$ cat src/rtl/nbt_sram_pkg.sv
// Shared definitions for the zero-turnaround SRAM.
// Assumes bursts span the two low address bits and that at most two
// edges separate a write address from its data.
package nbt_sram_pkg;

    typedef enum logic [1:0] {
        OP_NONE  = 2'd0,
        OP_READ  = 2'd1,
        OP_WRITE = 2'd2
    } op_kind_e;

    localparam int BURST_W  = 2;   // low address bits walked by a burst
    localparam int LATE_MAX = 2;   // deepest late-write distance (pipelined)

    // Low address bits of burst beat k from start s.
    function automatic logic [BURST_W-1:0] burst_low(
        input logic [BURST_W-1:0] s,
        input logic [BURST_W-1:0] k,
        input logic               interleave
    );
        return interleave ? (s ^ k) : (s + k);
    endfunction

endpackage

$ cat src/rtl/nbt_burst_gen.sv
// Burst and operation decoder.
// On a load it turns the chip enables and we_n into an operation at the given
// address. On an advance it repeats the last loaded kind at the next burst
// address. Assumes ADDR_W is larger than the burst width.
module nbt_burst_gen
    import nbt_sram_pkg::*;
#(
    parameter int ADDR_W = 6,
    parameter int BYTES  = 2
) (
    input  logic              clk,
    input  logic              rst_n,
    input  logic              sel,
    input  logic              adv,
    input  logic              we_n,
    input  logic [ADDR_W-1:0] addr,
    input  logic [BYTES-1:0]  bwe_n,
    input  logic              il_order,
    output op_kind_e          op_kind,
    output logic [ADDR_W-1:0] op_addr,
    output logic [BYTES-1:0]  op_be
);

    localparam int HI_W = ADDR_W - BURST_W;

    op_kind_e             kind_q;
    logic [ADDR_W-1:0]    base_q;
    logic [BURST_W-1:0]   cnt_q;
    logic [BURST_W-1:0]   cnt_nx;

    assign cnt_nx = cnt_q + 1'b1;

    // Decode this edge's operation from the pins or from the burst state.
    always_comb begin
        if (adv) begin
            op_kind = kind_q;
            op_addr = {base_q[ADDR_W-1 -: HI_W],
                       burst_low(base_q[BURST_W-1:0], cnt_nx, il_order)};
        end else begin
            op_addr = addr;
            if (!sel)      op_kind = OP_NONE;
            else if (we_n) op_kind = OP_READ;
            else           op_kind = OP_WRITE;
        end
        op_be = (op_kind == OP_WRITE) ? ~bwe_n : '0;
    end

    // Hold the loaded kind and base address; step the beat count on advance.
    always_ff @(posedge clk) begin
        if (!rst_n) begin
            kind_q <= OP_NONE;
            base_q <= '0;
            cnt_q  <= '0;
        end else if (adv) begin
            cnt_q  <= cnt_nx;
        end else begin
            kind_q <= op_kind;
            base_q <= addr;
            cnt_q  <= '0;
        end
    end

endmodule

$ cat src/rtl/nbt_late_pipe.sv
// Late-write delay line.
// It carries each operation through LATE_MAX stages. Stage 0 is the access
// cycle and supplies the read address. The commit stage is stage 0 in
// flow-through mode and stage 1 in pipelined mode, so write data is taken
// one or two edges after the address. Assumes flow_thru changes only
// during reset.
module nbt_late_pipe
    import nbt_sram_pkg::*;
#(
    parameter int ADDR_W = 6,
    parameter int BYTES  = 2
) (
    input  logic              clk,
    input  logic              rst_n,
    input  logic              flow_thru,
    input  op_kind_e          op_kind,
    input  logic [ADDR_W-1:0] op_addr,
    input  logic [BYTES-1:0]  op_be,
    output logic              rd_req,
    output logic [ADDR_W-1:0] rd_addr,
    output logic              wr_en,
    output logic [ADDR_W-1:0] wr_addr,
    output logic [BYTES-1:0]  wr_be
);

    op_kind_e          kind_q [LATE_MAX];
    logic [ADDR_W-1:0] addr_q [LATE_MAX];
    logic [BYTES-1:0]  be_q   [LATE_MAX];
    logic              cs;

    // Shift operations down the stages every edge.
    always_ff @(posedge clk) begin
        if (!rst_n) begin
            for (int i = 0; i < LATE_MAX; i++) begin
                kind_q[i] <= OP_NONE;
                addr_q[i] <= '0;
                be_q[i]   <= '0;
            end
        end else begin
            kind_q[0] <= op_kind;
            addr_q[0] <= op_addr;
            be_q[0]   <= op_be;
            for (int i = 1; i < LATE_MAX; i++) begin
                kind_q[i] <= kind_q[i-1];
                addr_q[i] <= addr_q[i-1];
                be_q[i]   <= be_q[i-1];
            end
        end
    end

    // Choose the commit stage from the read mode.
    always_comb begin
        cs      = flow_thru ? 1'b0 : 1'b1;
        rd_req  = (kind_q[0] == OP_READ);
        rd_addr = addr_q[0];
        wr_en   = (kind_q[cs] == OP_WRITE);
        wr_addr = addr_q[cs];
        wr_be   = be_q[cs];
    end

endmodule

$ cat src/rtl/nbt_array.sv
// Storage array with forwarding and output stage.
// Asynchronous read of the stage-0 address. Bytes that commit on the
// same edge are forwarded over the stored word. An optional output
// register serves pipelined mode; flow-through drives straight
// from the array. oe_n gates the drive without a clock.
module nbt_array #(
    parameter int ADDR_W = 6,
    parameter int BYTE_W = 9,
    parameter int BYTES  = 2
) (
    input  logic                    clk,
    input  logic                    rst_n,
    input  logic                    flow_thru,
    input  logic                    wr_en,
    input  logic [ADDR_W-1:0]       wr_addr,
    input  logic [BYTES-1:0]        wr_be,
    input  logic [BYTES*BYTE_W-1:0] wdata,
    input  logic                    rd_req,
    input  logic [ADDR_W-1:0]       rd_addr,
    input  logic                    oe_n,
    output logic [BYTES*BYTE_W-1:0] dq_out,
    output logic                    dq_drv
);

    localparam int DEPTH = 1 << ADDR_W;
    localparam int DW    = BYTES * BYTE_W;

    logic [DW-1:0] mem [DEPTH];
    logic [DW-1:0] fwd;
    logic [DW-1:0] out_q;
    logic          out_v;
    logic          hit;

    assign hit = wr_en && (wr_addr == rd_addr);

    // Per-byte merge of committing data over the stored word.
    for (genvar b = 0; b < BYTES; b++) begin : g_lane
        assign fwd[b*BYTE_W +: BYTE_W] = (hit && wr_be[b]) ? wdata[b*BYTE_W +: BYTE_W]
                                                           : mem[rd_addr][b*BYTE_W +: BYTE_W];
    end

    // Clear the array on reset; commit enabled bytes otherwise.
    always_ff @(posedge clk) begin
        if (!rst_n) begin
            for (int i = 0; i < DEPTH; i++) mem[i] <= '0;
        end else if (wr_en) begin
            for (int b = 0; b < BYTES; b++) begin
                if (wr_be[b]) mem[wr_addr][b*BYTE_W +: BYTE_W] <= wdata[b*BYTE_W +: BYTE_W];
            end
        end
    end

    // Output register for pipelined reads.
    always_ff @(posedge clk) begin
        if (!rst_n) begin
            out_q <= '0;
            out_v <= 1'b0;
        end else begin
            out_v <= rd_req;
            if (rd_req) out_q <= fwd;
        end
    end

    // Drive select and asynchronous output enable.
    always_comb begin
        dq_drv = !oe_n && (flow_thru ? rd_req : out_v);
        dq_out = dq_drv ? (flow_thru ? fwd : out_q) : '0;
    end

endmodule

$ cat src/rtl/nbt_sram.sv
// Top of the zero-turnaround late-write SRAM.
// Combines the three chip enables and wires the burst decoder, the
// late-write pipe and the array together. flow_thru and il_order are
// expected static outside reset.
module nbt_sram
    import nbt_sram_pkg::*;
#(
    parameter int ADDR_W = 6,
    parameter int BYTE_W = 9,
    parameter int BYTES  = 2
) (
    input  logic                    clk,
    input  logic                    rst_n,
    input  logic                    flow_thru,
    input  logic                    il_order,
    input  logic                    ce_a_n,
    input  logic                    ce_b,
    input  logic                    ce_c_n,
    input  logic                    adv,
    input  logic                    we_n,
    input  logic [ADDR_W-1:0]       addr,
    input  logic [BYTES-1:0]        bwe_n,
    input  logic [BYTES*BYTE_W-1:0] wdata,
    input  logic                    oe_n,
    output logic [BYTES*BYTE_W-1:0] dq_out,
    output logic                    dq_drv
);

    logic              sel;
    op_kind_e          op_kind;
    logic [ADDR_W-1:0] op_addr;
    logic [BYTES-1:0]  op_be;
    logic              rd_req;
    logic [ADDR_W-1:0] rd_addr;
    logic              wr_en;
    logic [ADDR_W-1:0] wr_addr;
    logic [BYTES-1:0]  wr_be;

    assign sel = !ce_a_n && ce_b && !ce_c_n;

    nbt_burst_gen #(.ADDR_W(ADDR_W), .BYTES(BYTES)) u_burst (
        .clk(clk), .rst_n(rst_n), .sel(sel), .adv(adv), .we_n(we_n),
        .addr(addr), .bwe_n(bwe_n), .il_order(il_order),
        .op_kind(op_kind), .op_addr(op_addr), .op_be(op_be)
    );

    nbt_late_pipe #(.ADDR_W(ADDR_W), .BYTES(BYTES)) u_pipe (
        .clk(clk), .rst_n(rst_n), .flow_thru(flow_thru),
        .op_kind(op_kind), .op_addr(op_addr), .op_be(op_be),
        .rd_req(rd_req), .rd_addr(rd_addr),
        .wr_en(wr_en), .wr_addr(wr_addr), .wr_be(wr_be)
    );

    nbt_array #(.ADDR_W(ADDR_W), .BYTE_W(BYTE_W), .BYTES(BYTES)) u_array (
        .clk(clk), .rst_n(rst_n), .flow_thru(flow_thru),
        .wr_en(wr_en), .wr_addr(wr_addr), .wr_be(wr_be), .wdata(wdata),
        .rd_req(rd_req), .rd_addr(rd_addr), .oe_n(oe_n),
        .dq_out(dq_out), .dq_drv(dq_drv)
    );

endmodule

$ cat config.mk
export PLATFORM = sky130hd
export DESIGN_NAME = nbt_sram
export DESIGN_NICKNAME = d
export VERILOG_FILES = /design/src/rtl/nbt_sram_pkg.sv /design/src/rtl/nbt_burst_gen.sv /design/src/rtl/nbt_late_pipe.sv /design/src/rtl/nbt_array.sv /design/src/rtl/nbt_sram.sv
export SDC_FILE = /design/constraint.sdc
export NUM_CORES = 2
export LEC_CHECK = 0
export ABC_AREA = 1
export BUFFER_PORTS_ARGS = -buffer_cell sky130_fd_sc_hd__buf_2
export CELL_PAD_IN_SITES_DETAIL_PLACEMENT = 1
export CELL_PAD_IN_SITES_GLOBAL_PLACEMENT = 2
export CORE_ASPECT_RATIO = 1.25
export CORE_MARGIN = 10
export CORE_UTILIZATION = 41
export CTS_CLUSTER_DIAMETER = 100
export DETAILED_ROUTE_END_ITERATION = 8
export MAX_ROUTING_LAYER = met4
export PLACE_DENSITY = 0.82
export SYNTH_ARGS = -nofsm -noshare
export SYNTH_HDL_FRONTEND = slang
export SYNTH_HIERARCHICAL = 1
export SYNTH_SLANG_ARGS = --single-unit
$ cat constraint.sdc
create_clock -name clk -period 3.25 [get_ports clk]
set_clock_uncertainty 0.2 [all_clocks]
set_input_delay 0 -clock clk [delete_from_list [all_inputs] [get_ports clk]]
set_output_delay 0 -clock clk [all_outputs]
set_load 0.01 [all_outputs]
* After elaboration in Yosys (flattened, before gate mapping)
Memories as Yosys holds them, arrays and structs flattened.
Index checks and enable logic that the tools add are counted.
** Cells by class
- Bitwise gates (word level) :: 8
- Reduce and logical (&&, ||, !) cells :: 11
- Mux-type cells :: 31
- $add $sub $neg :: 2
- Eq/ne operators :: 4
** Operators with widths (count)
- $mux 18 :: 3
- $mux 6 :: 4
- $mux 2 :: 10
- $mux 9 :: 2
- $reduce_or 18->1 :: 1
- $mux 1 :: 12
- $eq 6x6->1 :: 1
- $logic_and 1x1->1 :: 6
- $or 1x1->1 :: 6
- $eq 2x2->1 const B :: 2
- $logic_not 1->1 :: 3
- $add 2x1->2 const B :: 1
- $add 2x2->2 :: 1
- $eq 2x1->1 const B :: 1
- $not 2->2 :: 1
- $reduce_and 2->1 :: 1
- $xor 2x2->2 :: 1
** Word-level totals
- Memories :: 4
- Memory bits (writable) :: 1172
- Bits in registers :: 29
- Input port bits :: 36
** Memory list
- u_array.mem :: depth 64, width 18, rd ports 1, clocked after memory_dff 0, wr ports 64, line nbt_array.sv:28 : logic [DW-1:0] mem [DEPTH];
- u_pipe.addr_q :: depth 2, width 6, rd ports 2, clocked after memory_dff 0, wr ports 2, line nbt_late_pipe.sv:27 : logic [ADDR_W-1:0] addr_q [LATE_MAX];
- u_pipe.be_q :: depth 2, width 2, rd ports 2, clocked after memory_dff 0, wr ports 2, line nbt_late_pipe.sv:28 : logic [BYTES-1:0] be_q [LATE_MAX];
- u_pipe.kind_q :: depth 2, width 2, rd ports 2, clocked after memory_dff 0, wr ports 2, line nbt_late_pipe.sv:26 : op_kind_e kind_q [LATE_MAX];

* Logic depth before layout (Yosys ltp)
- Word-level depth :: 8
- Mapped depth :: 14
- Depth with buffers taken out :: 12

* Hierarchy
Netlist, hierarchy kept.
** By module, submodules not included
- nbt_array :: cells each 5621, times used 1, area an instance 53909.2 um^2
- nbt_late_pipe :: cells each 94, times used 1, area an instance 724.4 um^2
- nbt_burst_gen :: cells each 69, times used 1, area an instance 483.0 um^2
- nbt_sram :: cells each 3, times used 1, area an instance 13.8 um^2

* Worst setup path before layout
OpenSTA, ideal clock, no wires.
- Path type :: register -> register
- From :: memory u_pipe.addr_q[1][0]
- To :: memory u_array/mem[27][0] (netlist bit), enable pin
- Library setup time :: 334 ps
- Data required time :: 2716 ps
- Arrival time :: 2079 ps
- Cell stages (with the launch flop) :: 9
- Slack :: 637 ps
- Clock period less this slack :: 2613 ps
- Cell sequence :: dfxtp_1 -> inv_1 -> o21ai_0 -> inv_1 -> nor3_1 -> inv_1 -> nor2_1 -> nand2_2 -> nand2_1
** RTL lines (line)
- start: declaration :: nbt_late_pipe.sv:27
- end: declaration :: nbt_array.sv:28

==> flow_summary.json <==
{
  "reg2reg_slack_ns": 0.16,
  "core_um2": 134000,
  "reg2reg_to": "u_array/mem[16][1]",
  "io_buffer_count": 54,
  "grt_pass1_wl_um": 290000,
  "multi_input_area_um2": 18800,
  "cts-buffers-inserted": 120,
  "synth_seq_cells": 1201,
  "drc_errors": 0,
  "seqCellArea_um2": 35600,
  "drt_iter0_drc": 3781,
  "finalCritPeriodShare_pct": 102,
  "synth_top_area_share_pct": 62.7,
  "power.density_nw_per_um2": 555,
  "crit_family": "simple AND/OR/NAND/NOR gates",
  "setup_viol": 12,
  "path_common_cell": "nand3_1",
  "yosysTopAreaCell": "edfxtp_1",
  "syn_avg_cell_area_um2": 9.53,
  "fmax_mhz": 302,
  "die_area_um2": 150000,
  "synth_nets": 5824,
  "whs_ns": 0.0372,
  "clock-root-buffer": "clkbuf_16",
  "wl_per_cell_um": 25.7,
  "r2r_cells": 9,
  "synthCells": 5787,
  "p_total_mw": 36.8,
  "crit_chain": "buf_6, buf_12, buf_16, clkbuf_16, nand2_1, nand3_1, nand3_1, nand3_1, nand2_1, nand2_1, nand3_1, nand3_2, nand2_4, a21oi_2, buf_2",
  "num_antenna_cells": 0,
  "netlist_area_um2": 55100,
  "io_pins": 55,
  "cts.sinks": 1201,
  "hold_start": "wdata[1]",
  "worst_pin_slew_ns": 0.916,
  "place.gp.congestion": 0.851,
  "dr.pass1.iters": 6,
  "wl_um": 199000,
  "die-height_um": 430,
  "cp_max_fo": 6,
  "clock_latency_ns": 0.76,
  "grt_usage_pct": 26.4,
  "whs_path_depth": 3,
  "tritoncts": "built",
  "hpwl_um": 117000,
  "h-tree-depth": 3,
  "yosysSeqAreaShare_pct": 64.5,
  "arrival_ns": 3.11,
  "ys_warn_count": 6,
  "p_leak_nw": 26.4,
  "cap_violations": 0,
  "num_vias": 43802,
  "area_growth_syn_to_layout_pct": 20.2,
  "worst_setup_path_end_kind": "primary output",
  "r2r_start": "u_pipe/addr_q[0][0]",
  "antenna_found_initial": 0,
  "vdd_drop_max_mv": 0.434,
  "cts.clk_slew.worst_paths_ns": 0.06,
  "relSlewSlack_pct": 38.9,
  "path_buf_inv": 5,
  "ant_nets": 0,
  "min_path_type": "input port to flop",
  "fill_cells": 14627,
  "drive_gt1_share_pct": 15.9,
  "grt_pass1_vias": 45438,
  "status": "finished, violations left",
  "crit_slowest_cell": "dfxtp_4",
  "start_kind": "flop",
  "grt_overflow": 0,
  "synthDistinctLibCells": 32,
  "timing.final.max_slew_violations": 0,
  "start_util_pct": 41.3,
  "routed_via_density": 5.65,
  "synth.area.top_cells": "edfxtp_1, nand2_1, nand3_1",
  "ctsLongestPathBuffers": 3,
  "slowest_delay_ns": 0.42,
  "cp.required_ns": 3.05,
  "die_x_um": 348,
  "hold_violations": 0,
  "worstHoldEndpoint": "u_array/mem[44][1]",
  "period_minus_slack_ns": 3.31,
  "fin_nets": 5939,
  "setup_ws_ns": -0.0617,
  "critPathKind": "flop to primary output",
  "violations": "negative setup slack",
  "grt_max_degree": 92,
  "fp-row-count": 150,
  "finalSetupTns_ns": -0.390,
  "rsz0062_at_grt": "true"
}
## cell families (layout without fill, tap and decap cells)
logic type,count (synthesis),after routing,share of synthesized area [%]
AO/OA/AOI/OAI,90,90,0.862
AND/OR/NAND/NOR,3975,3975,30.5
multiplexers,1,1,0.0182
adder cells (fa/ha/maj),1,1,0.0227
buffers and inverters,519,740,4.10
flip-flops,1201,1201,64.5
## tightest hold or removal path, cell delays in order
cell	delay [ns]
buf_2	0.11
clkinv_2	0.57
nor2_1	0.12
## worst max-delay path by stage
stage,endpoint,from,cells after the start
2_1_floorplan,u_array/mem[27][0],u_pipe/addr_q[1][0],8
3_3_place_gp,u_array/mem[37][3],u_pipe/addr_q[0][0],8
3_5_place_dp,u_array/mem[37][4],u_pipe/addr_q[0][0],8
4_1_cts,dq_out[11],u_pipe/addr_q[0][0],13
5_1_grt,dq_out[8],u_pipe/addr_q[0][0],15
6_report,dq_out[11],u_pipe/addr_q[0][0],15
## metal layers
layer | track usage, % | part of all wire (%)
met5 | - | 0
met4 | 9.00 | 3.1
met3 | 2.74 | 5.4
met2 | 45.8 | 52
met1 | 31.9 | 40
## metrics by stage
| stage | setup WS, ns | instances | area (um^2) | utilization [%] |
|---|---|---|---|---|
| after global routing | -0.172 | 7756 | 66300 | 49.6 |
| after floorplan | 0.637 | 5787 | 55100 | - |
| after detailed placement | 0.100 | 7373 | 58000 | 43.4 |
| final | -0.0617 | 7756 | 66300 | 49.6 |
| after CTS | -0.0625 | 7733 | 65100 | 48.7 |
| after global placement | 0.136 | 7373 | 58000 | 43.4 |
## final cells by class
type                       instances  share of cell area (%)
clock inverter                    81                    1.41
multi-input combinational       4067                    28.4
sequential                      1201                    53.7
timing repair inverter             6                   0.111
tap                             1748                    3.30
clock buffer                     147                    4.86
timing repair buffer             415                    7.61
inverter                          91                   0.629
## registers in the layout, indices dropped and copies added (netlist names)
register and count:
u_pipe/be_q 4, u_burst/base_q 6, u_pipe/addr_q 12, u_burst/cnt_q 2, u_array/out_q 18, u_array/mem 1152
u_array/out_v 1, u_burst/kind_q 2, u_pipe/kind_q 4
## cells in the final DEF, fill, tap and decap left out, types with 5 or more instances in the layout
cell type / synthesis / layout
o21ai_0: 42 / 41
a21oi_1: 41 / 27
nand3_1: 1056 / 893
buf_4: 5 / 170
clkinvlp_4: 0 / 7
dfxtp_1: 49 / 44
inv_2: 8 / 5
inv_1: 81 / 61
nand2_1: 1605 / 1542
buf_6: 4 / 21
buf_12: 1 / 48
inv_16: 0 / 5
clkinv_2: 0 / 47
clkbuf_1: 177 / 18
nand2_4: 0 / 16
a21oi_2: 0 / 11
inv_6: 1 / 5
nand2_2: 51 / 98
nor2_1: 1184 / 1182
dlygate4sd3_1: 0 / 63
nor2_2: 5 / 7
bufinv_16: 0 / 19
clkinv_1: 1 / 19
clkbuf_16: 0 / 132
nor3_2: 4 / 11
buf_16: 0 / 47
edfxtp_1: 1152 / 1152
nand3_4: 0 / 37
clkbuf_8: 0 / 8
nand3_2: 52 / 178
buf_2: 195 / 50
## synthesized netlist by cell type, drive strengths merged
cell	count
nand2	1656
nor2	1191
edfxtp	1152
nand3	1108
buf	251
clkbuf	177
inv	90
dfxtp	49
o21ai	45
a21oi	41
nor3	18
o22ai	3
and2	1
clkinv	1
ha	1
mux2i	1
nor4	1
o2111ai	1
## repair_timing
item / 4_1_cts / 5_1_grt
setup endpoints to repair: 18 / 72
pin swaps: 40 / 75
gates cloned: 36 / 13
gates resized for setup: 237 / 187
hold endpoints to repair: 645 / 0
hold buffers: 63 / 0
buffers inserted: 33 / 14
## power breakdown
part,switching [mW],internal (mW)
logic,3.12,1.34
registers,0.157,17.4
clock network,6.23,8.55
No activity file was read; power rests on OpenSTA's default activity.
